<file path="src/rtl/wakeint_pkg.sv">
package wakeint_pkg;
  localparam int EXT_N = 3;

  typedef struct packed {
    logic [EXT_N-1:0] set;
    logic [EXT_N-1:0] clr;
  } extStrobe_t;
endpackage

</file>
<file path="src/rtl/wakeint_sync.sv">
module wakeint_sync #(
  parameter int W = 1,
  parameter int STAGES = 2
) (
  input  logic         clk,
  input  logic         rstN,
  input  logic [W-1:0] d,
  output logic [W-1:0] q
);
  logic [W-1:0] stg [STAGES];

  always_ff @(posedge clk or negedge rstN) begin
    if (!rstN) stg[0] <= '0;
    else       stg[0] <= d;
  end

  for (genvar s = 1; s < STAGES; s++) begin : g_stage
    always_ff @(posedge clk or negedge rstN) begin
      if (!rstN) stg[s] <= '0;
      else       stg[s] <= stg[s-1];
    end
  end

  assign q = stg[STAGES-1];
endmodule

</file>
<file path="src/rtl/wakeint_datapath.sv">
module wakeint_datapath
  import wakeint_pkg::*;
#(
  parameter int PORT_W = 18,
  parameter int SYNC_STAGES = 2
) (
  input  logic              clk,
  input  logic              rstN,
  input  logic [EXT_N-1:0]  extPin,
  input  logic [PORT_W-1:0] portPin,
  input  extStrobe_t        extStb,
  input  logic [PORT_W-1:0] portSet,
  input  logic [PORT_W-1:0] portClr,
  output logic [EXT_N-1:0]  extRise,
  output logic [EXT_N-1:0]  extFall,
  output logic [PORT_W-1:0] portChg,
  output logic [EXT_N-1:0]  extFlag,
  output logic [PORT_W-1:0] portFlag
);
  logic [EXT_N-1:0]  extSyncd, extPrev;
  logic [PORT_W-1:0] portSyncd, portPrev;

  wakeint_sync #(.W(EXT_N), .STAGES(SYNC_STAGES)) u_extSync (
    .clk(clk), .rstN(rstN), .d(extPin), .q(extSyncd));
  wakeint_sync #(.W(PORT_W), .STAGES(SYNC_STAGES)) u_portSync (
    .clk(clk), .rstN(rstN), .d(portPin), .q(portSyncd));

  always_ff @(posedge clk or negedge rstN) begin
    if (!rstN) begin
      extPrev  <= '0;
      portPrev <= '0;
      extFlag  <= '0;
      portFlag <= '0;
    end else begin
      extPrev  <= extSyncd;
      portPrev <= portSyncd;
      extFlag  <= (extFlag & ~extStb.clr) | extStb.set;
      portFlag <= (portFlag & ~portClr) | portSet;
    end
  end

  assign extRise = extSyncd & ~extPrev;
  assign extFall = ~extSyncd & extPrev;
  assign portChg = portSyncd ^ portPrev;

  // a clear without a set empties the flag
  a_r7_clear: assert property (@(posedge clk) disable iff (!rstN)
    1'b1 |=> (((extFlag & $past(extStb.clr & ~extStb.set)) == '0) &&
              ((portFlag & $past(portClr & ~portSet)) == '0)));
  // a set always lands, even against a clear
  a_r8_set_wins: assert property (@(posedge clk) disable iff (!rstN)
    1'b1 |=> (((~extFlag & $past(extStb.set)) == '0) &&
              ((~portFlag & $past(portSet)) == '0)));
  // pin 0 flag only follows a low synchronized level
  a_r2_fall_only: assert property (@(posedge clk) disable iff (!rstN)
    $rose(extFlag[0]) |-> !$past(extSyncd[0]));
endmodule

</file>
<file path="src/rtl/wakeint_control.sv">
module wakeint_control
  import wakeint_pkg::*;
#(
  parameter int PORT_W = 18,
  parameter int SYNC_STAGES = 2
) (
  input  logic              clk,
  input  logic              rstN,
  input  logic [EXT_N-1:0]  extRise,
  input  logic [EXT_N-1:0]  extFall,
  input  logic [PORT_W-1:0] portChg,
  input  logic [EXT_N-1:0]  extEn,
  input  logic [EXT_N-2:0]  extEdgeSel,
  input  logic [PORT_W-1:0] portEn,
  input  logic [EXT_N-1:0]  extClr,
  input  logic [PORT_W-1:0] portClr,
  output extStrobe_t        extStb,
  output logic [PORT_W-1:0] portSet,
  output logic [PORT_W-1:0] portClrStb
);
  localparam int WARM = SYNC_STAGES + 1;
  localparam int CW = $clog2(WARM + 1);

  logic [CW-1:0]    warmCnt;
  logic             armed;
  logic [EXT_N-1:0] extHit;

  always_ff @(posedge clk or negedge rstN) begin
    if (!rstN)       warmCnt <= '0;
    else if (!armed) warmCnt <= warmCnt + 1'b1;
  end
  assign armed = (warmCnt == CW'(WARM));

  assign extHit[0] = extFall[0];
  for (genvar i = 1; i < EXT_N; i++) begin : g_sel
    assign extHit[i] = extEdgeSel[i-1] ? extRise[i] : extFall[i];
  end

  always_comb begin
    extStb.set = extHit & extEn & {EXT_N{armed}};
    extStb.clr = extClr;
    portSet    = portChg & portEn & {PORT_W{armed}};
    portClrStb = portClr;
  end

  // no set strobe leaves for a disabled source
  a_r6_en_gate: assert property (@(posedge clk) disable iff (!rstN)
    ((extStb.set & ~extEn) == '0) && ((portSet & ~portEn) == '0));
endmodule

</file>
<file path="src/rtl/wakeint_top.sv">
module wakeint_top
  import wakeint_pkg::*;
#(
  parameter int PORT_W = 18,
  parameter int SYNC_STAGES = 2
) (
  input  logic              clk,
  input  logic              rstN,
  input  logic [2:0]        extPin,
  input  logic [PORT_W-1:0] portPin,
  input  logic [2:0]        extEn,
  input  logic [1:0]        extEdgeSel,
  input  logic [PORT_W-1:0] portEn,
  input  logic [2:0]        extClr,
  input  logic [PORT_W-1:0] portClr,
  output logic [2:0]        extFlag,
  output logic [PORT_W-1:0] portFlag,
  output logic              wake
);
  extStrobe_t        extStb;
  logic [PORT_W-1:0] portSet, portClrStb, portChg;
  logic [EXT_N-1:0]  extRise, extFall;

  wakeint_control #(.PORT_W(PORT_W), .SYNC_STAGES(SYNC_STAGES)) u_ctrl (
    .clk(clk), .rstN(rstN), .extRise(extRise), .extFall(extFall),
    .portChg(portChg), .extEn(extEn), .extEdgeSel(extEdgeSel),
    .portEn(portEn), .extClr(extClr), .portClr(portClr),
    .extStb(extStb), .portSet(portSet), .portClrStb(portClrStb));

  wakeint_datapath #(.PORT_W(PORT_W), .SYNC_STAGES(SYNC_STAGES)) u_dp (
    .clk(clk), .rstN(rstN), .extPin(extPin), .portPin(portPin),
    .extStb(extStb), .portSet(portSet), .portClr(portClrStb),
    .extRise(extRise), .extFall(extFall), .portChg(portChg),
    .extFlag(extFlag), .portFlag(portFlag));

  assign wake = |(extFlag & extEn) | |(portFlag & portEn);

  // wake needs a pending flag behind it
  a_r9_wake_src: assert property (@(posedge clk) disable iff (!rstN)
    (extFlag == '0 && portFlag == '0) |-> !wake);
endmodule

</file>
<file path="config.mk">
export PLATFORM = sky130hd
export DESIGN_NAME = wakeint_top
export DESIGN_NICKNAME = d
export VERILOG_FILES = /design/src/rtl/wakeint_pkg.sv /design/src/rtl/wakeint_sync.sv /design/src/rtl/wakeint_datapath.sv /design/src/rtl/wakeint_control.sv /design/src/rtl/wakeint_top.sv
export SDC_FILE = /design/constraint.sdc
export NUM_CORES = 1
export LEC_CHECK = 0
export BUFFER_PORTS_ARGS = -buffer_cell sky130_fd_sc_hd__buf_4
export CAP_MARGIN = 20
export CORE_ASPECT_RATIO = 0.5
export CORE_UTILIZATION = 49
export DETAILED_ROUTE_END_ITERATION = 6
export PLACE_DENSITY = 0.77
export SYNTH_ARGS = -nofsm -noshare
export SYNTH_HDL_FRONTEND = slang
export SYNTH_SLANG_ARGS = --single-unit
</file>
<file path="constraint.sdc">
create_clock -name clk -period 1.44 [get_ports clk]
set_input_delay 0.216 -clock clk [delete_from_list [all_inputs] [get_ports clk]]
set_output_delay 0.216 -clock clk [all_outputs]
set_load 0.02 [all_outputs]
</file>
==> summary.txt <==
Clocking
  • Post CTS Setup Buffer Count: 0
  • TritonCTS Sinks: 86
  • Clock latency at the later pin of the worst-skew pair: 0.33 ns
  • Max Root-Sink Buffers: 2
  • CTS Buf Count: 9
  • H-tree depth: 3
  • CTS tree: done
  • Clock Tree Root: clkbuf_16
  • Clock slew at reported path FFs: 0.06 ns

Setup path
  • Reg2Reg Depth: 4
  • CP Cell Sequence: a222oi_1 -> nand3_1 -> or3_4 -> buf_6
  • Worst Path Buf+Inv: 1
  • Slowest Stage Delay on Critical Path: 0.40 ns
  • Crit-path slowest cell: dfrtp_2
  • CP Launch Type: flip-flop
  • Largest delay contributor family on the critical path: simple AND/OR/NAND/NOR gates
  • Critical path arrival: 1.74 ns
  • WP depth: 4
  • CP max FO: 2
  • Critical setup path kind: reg -> out
  • WP data required: 1.22 ns
  • Crit. End Element: primary output

Synth
  • Yosys Warn Count: 0
  • Mapped cell area: 2780 sq um
  • Yosys reg bits: 86
  • Cells after Synth: 190
  • Seq/Total Area, Yosys: 77.5%
  • Distinct cells, synth: 19
  • Syn Area/Cell: 14.6 sq um
  • Syn Nets: 258

Timing
  • Setup ws final: -0.513 ns
  • Final min period: 1.95 ns
  • Crit share post-route: 136%
  • Worst slew pin tran: 0.399 ns
  • Fin Hold WS: 0.0638 ns
  • Clock skew: 0.00676 ns
  • Final Hold Vio Count: 0
  • Max Freq: 0.512 GHz
  • RSZ-0062 raised after global routing: true
  • Final Max Tran Viols: 0
  • Finish-stage setup viols: 1
  • Max_slew headroom: 73.4%

Placed design
  • Placed Cells: 370
  • GPL Wtd Cong: 0.812
  • Placed cell areas: 3730 sq um
  • Port bufs: 88
  • Final HPWL DP: 4.22 mm

Routing
  • Post-DRT Antenna Nets: 0
  • Vias/cell: 5.03
  • Post-DR wirelength/cell: 16.4 um
  • Post-route DRC: 0
  • DRT iter0 DRCs: 96
  • Vias: 2,051
  • Post-Route WL: 6.68 mm
  • Initial DRT Pass Iterations: 4

Status
  • Violated checks: setup timing
  • Outcome: finished with violations

Cells and area
  • Share of cells above drive strength 1: 38.2%
  • Non-Filler Instances: 408
  • Post-route cell area: 4250 sq um
  • # diodes: 0
  • Nets@finish: 401
  • Most frequent cells in the layout: 109 x buf_4, 85 x dfrtp_1, 22 x dlygate4sd3_1
  • Most common cell after layout, fill and taps aside: buf_4
  • Synth-to-Final Area Change: 53.2%

Die
  • Die Span Y: 55.2 um
  • Core area: 5180 sq um
  • I/O pin count: 89
  • Row count: 18
  • Chip width: 108 um
  • Starting density of the core: 53.6%
  • Die area: 5990 sq um

Global route
  • Vias in the first global route: 2,296
  • Total global-route track usage: 25.2%
  • Initial antenna violation count: 0
  • Largest net degree at the start of global routing: 32
  • Congestion Overflow GR: 0
  • First-pass GRT wire length: 10.9 mm

Power and ir drop
  • Max VDD drop: 0.000932 V
  • PwrDens: 1340 nW/um^2
  • P_leak: 2.09 nW

Flow run
  • Number of max-cap violations: 0

Worst hold path
  • HP Class: in -> reg
  • Worst Hold Depth: 2
==> state kept, by name, indices dropped and copies added (netlist names) <==
signal and flops:
u_ctrl.warmCnt 2, u_dp.portPrev 18, u_dp.u_portSync.stg 18, u_dp.extFlag 3, u_dp.extPrev 3, u_dp.u_extSync.stg 3, u_dp.portFlag 18, u_dp.u_portSync.q 18
u_dp.u_extSync.q 3
==> where the power goes <==
part	switching [W]	leakage [nW]	internal, W
clock network	0.000894	0.143	0.00140
logic	0.000340	0.935	0.000409
registers	0.0000896	1.01	0.00258
total	0.00132	2.09	0.00439
==> timing repair <==
item,CTS,global route
pin swaps,2,1
resized for setup,1,0
endpoints found under the setup margin,1,1
hold buffers,22,0
hold endpoints to repair,46,0
==> per-stage QoR <==
step                      total power, W  setup slack (ns)  utilization [%]  setup TNS [ns]
after global routing             0.00593            -0.538             82.1          -0.538
after global placement           0.00335            -0.193             72.0          -0.193
final                            0.00571            -0.513             82.1          -0.513
after CTS                        0.00572            -0.536             82.1          -0.536
after detailed placement         0.00339            -0.189             72.0          -0.189
after floorplan                  0.00292           -0.0216                -         -0.0216
==> layer usage <==
layer  GRT usage, %  part of all wire (%)  up-vias
met5              0                     0        -
met4           12.4                   3.4        0
met3           7.32                   5.2       21
met2           44.9                    54       89
met1           27.5                    37     1016
li1               -                     -      925
==> Yosys cell counts (all sizes together) <==
cell / number / area [sq um]
a22oi: 9 / 67.6
ha: 1 / 12.5
clkbuf: 1 / 3.75
buf: 1 / 5.00
dfrtp: 86 / 2150
nand3: 20 / 100
xor2: 18 / 158
a32o: 2 / 20.0
nand4b: 1 / 8.76
or3: 1 / 6.26
xnor2: 1 / 8.76
nand4: 1 / 6.26
o22ai: 2 / 12.5
inv: 21 / 78.8
nand2b: 2 / 12.5
nand2: 2 / 7.51
o21ai: 19 / 95.1
a222oi: 1 / 10.0
mux2: 1 / 11.3
==> final cells by class <==
type	count	area, sq um
clock buffers	12	246
clock inverters	4	55.1
fillers	289	927
inverters	21	78.8
multi-input cells	81	542
flip-flops and latches	86	2150
well taps	70	87.6
repair buffers	134	1090
==> kinds of logic (layout without fill, tap and decap cells) <==
logic type / count (synthesis) / in the layout / synth area share, %
multiplexers: 1 / 1 / 0.406
XOR/XNOR: 19 / 19 / 5.99
adder cells (fa/ha/maj): 1 / 1 / 0.451
AND/OR/NAND/NOR: 27 / 27 / 5.09
flip-flops: 86 / 86 / 77.5
AO/OA/AOI/OAI: 33 / 33 / 7.39
buffers and inverters: 23 / 171 / 3.15
==> path summary, 6_finish.rpt <==
kind	from	endpoint	slack [ns]
hold / removal	portClr[0]	u_dp.portFlag[0]	0.06
hold reg to reg	u_dp.u_portSync.stg[26]	u_dp.u_portSync.q[8]	0.35
min in group asynchronous	rstN	u_dp.u_portSync.q[11]	0.36
setup reg to reg	u_ctrl.warmCnt[0]	u_dp.portFlag[5]	0.19
max in group asynchronous	rstN	u_dp.u_portSync.stg[26]	0.59
setup / recovery	u_dp.portFlag[12]	wake	-0.51
No activity file was read; power rests on OpenSTA's default activity.
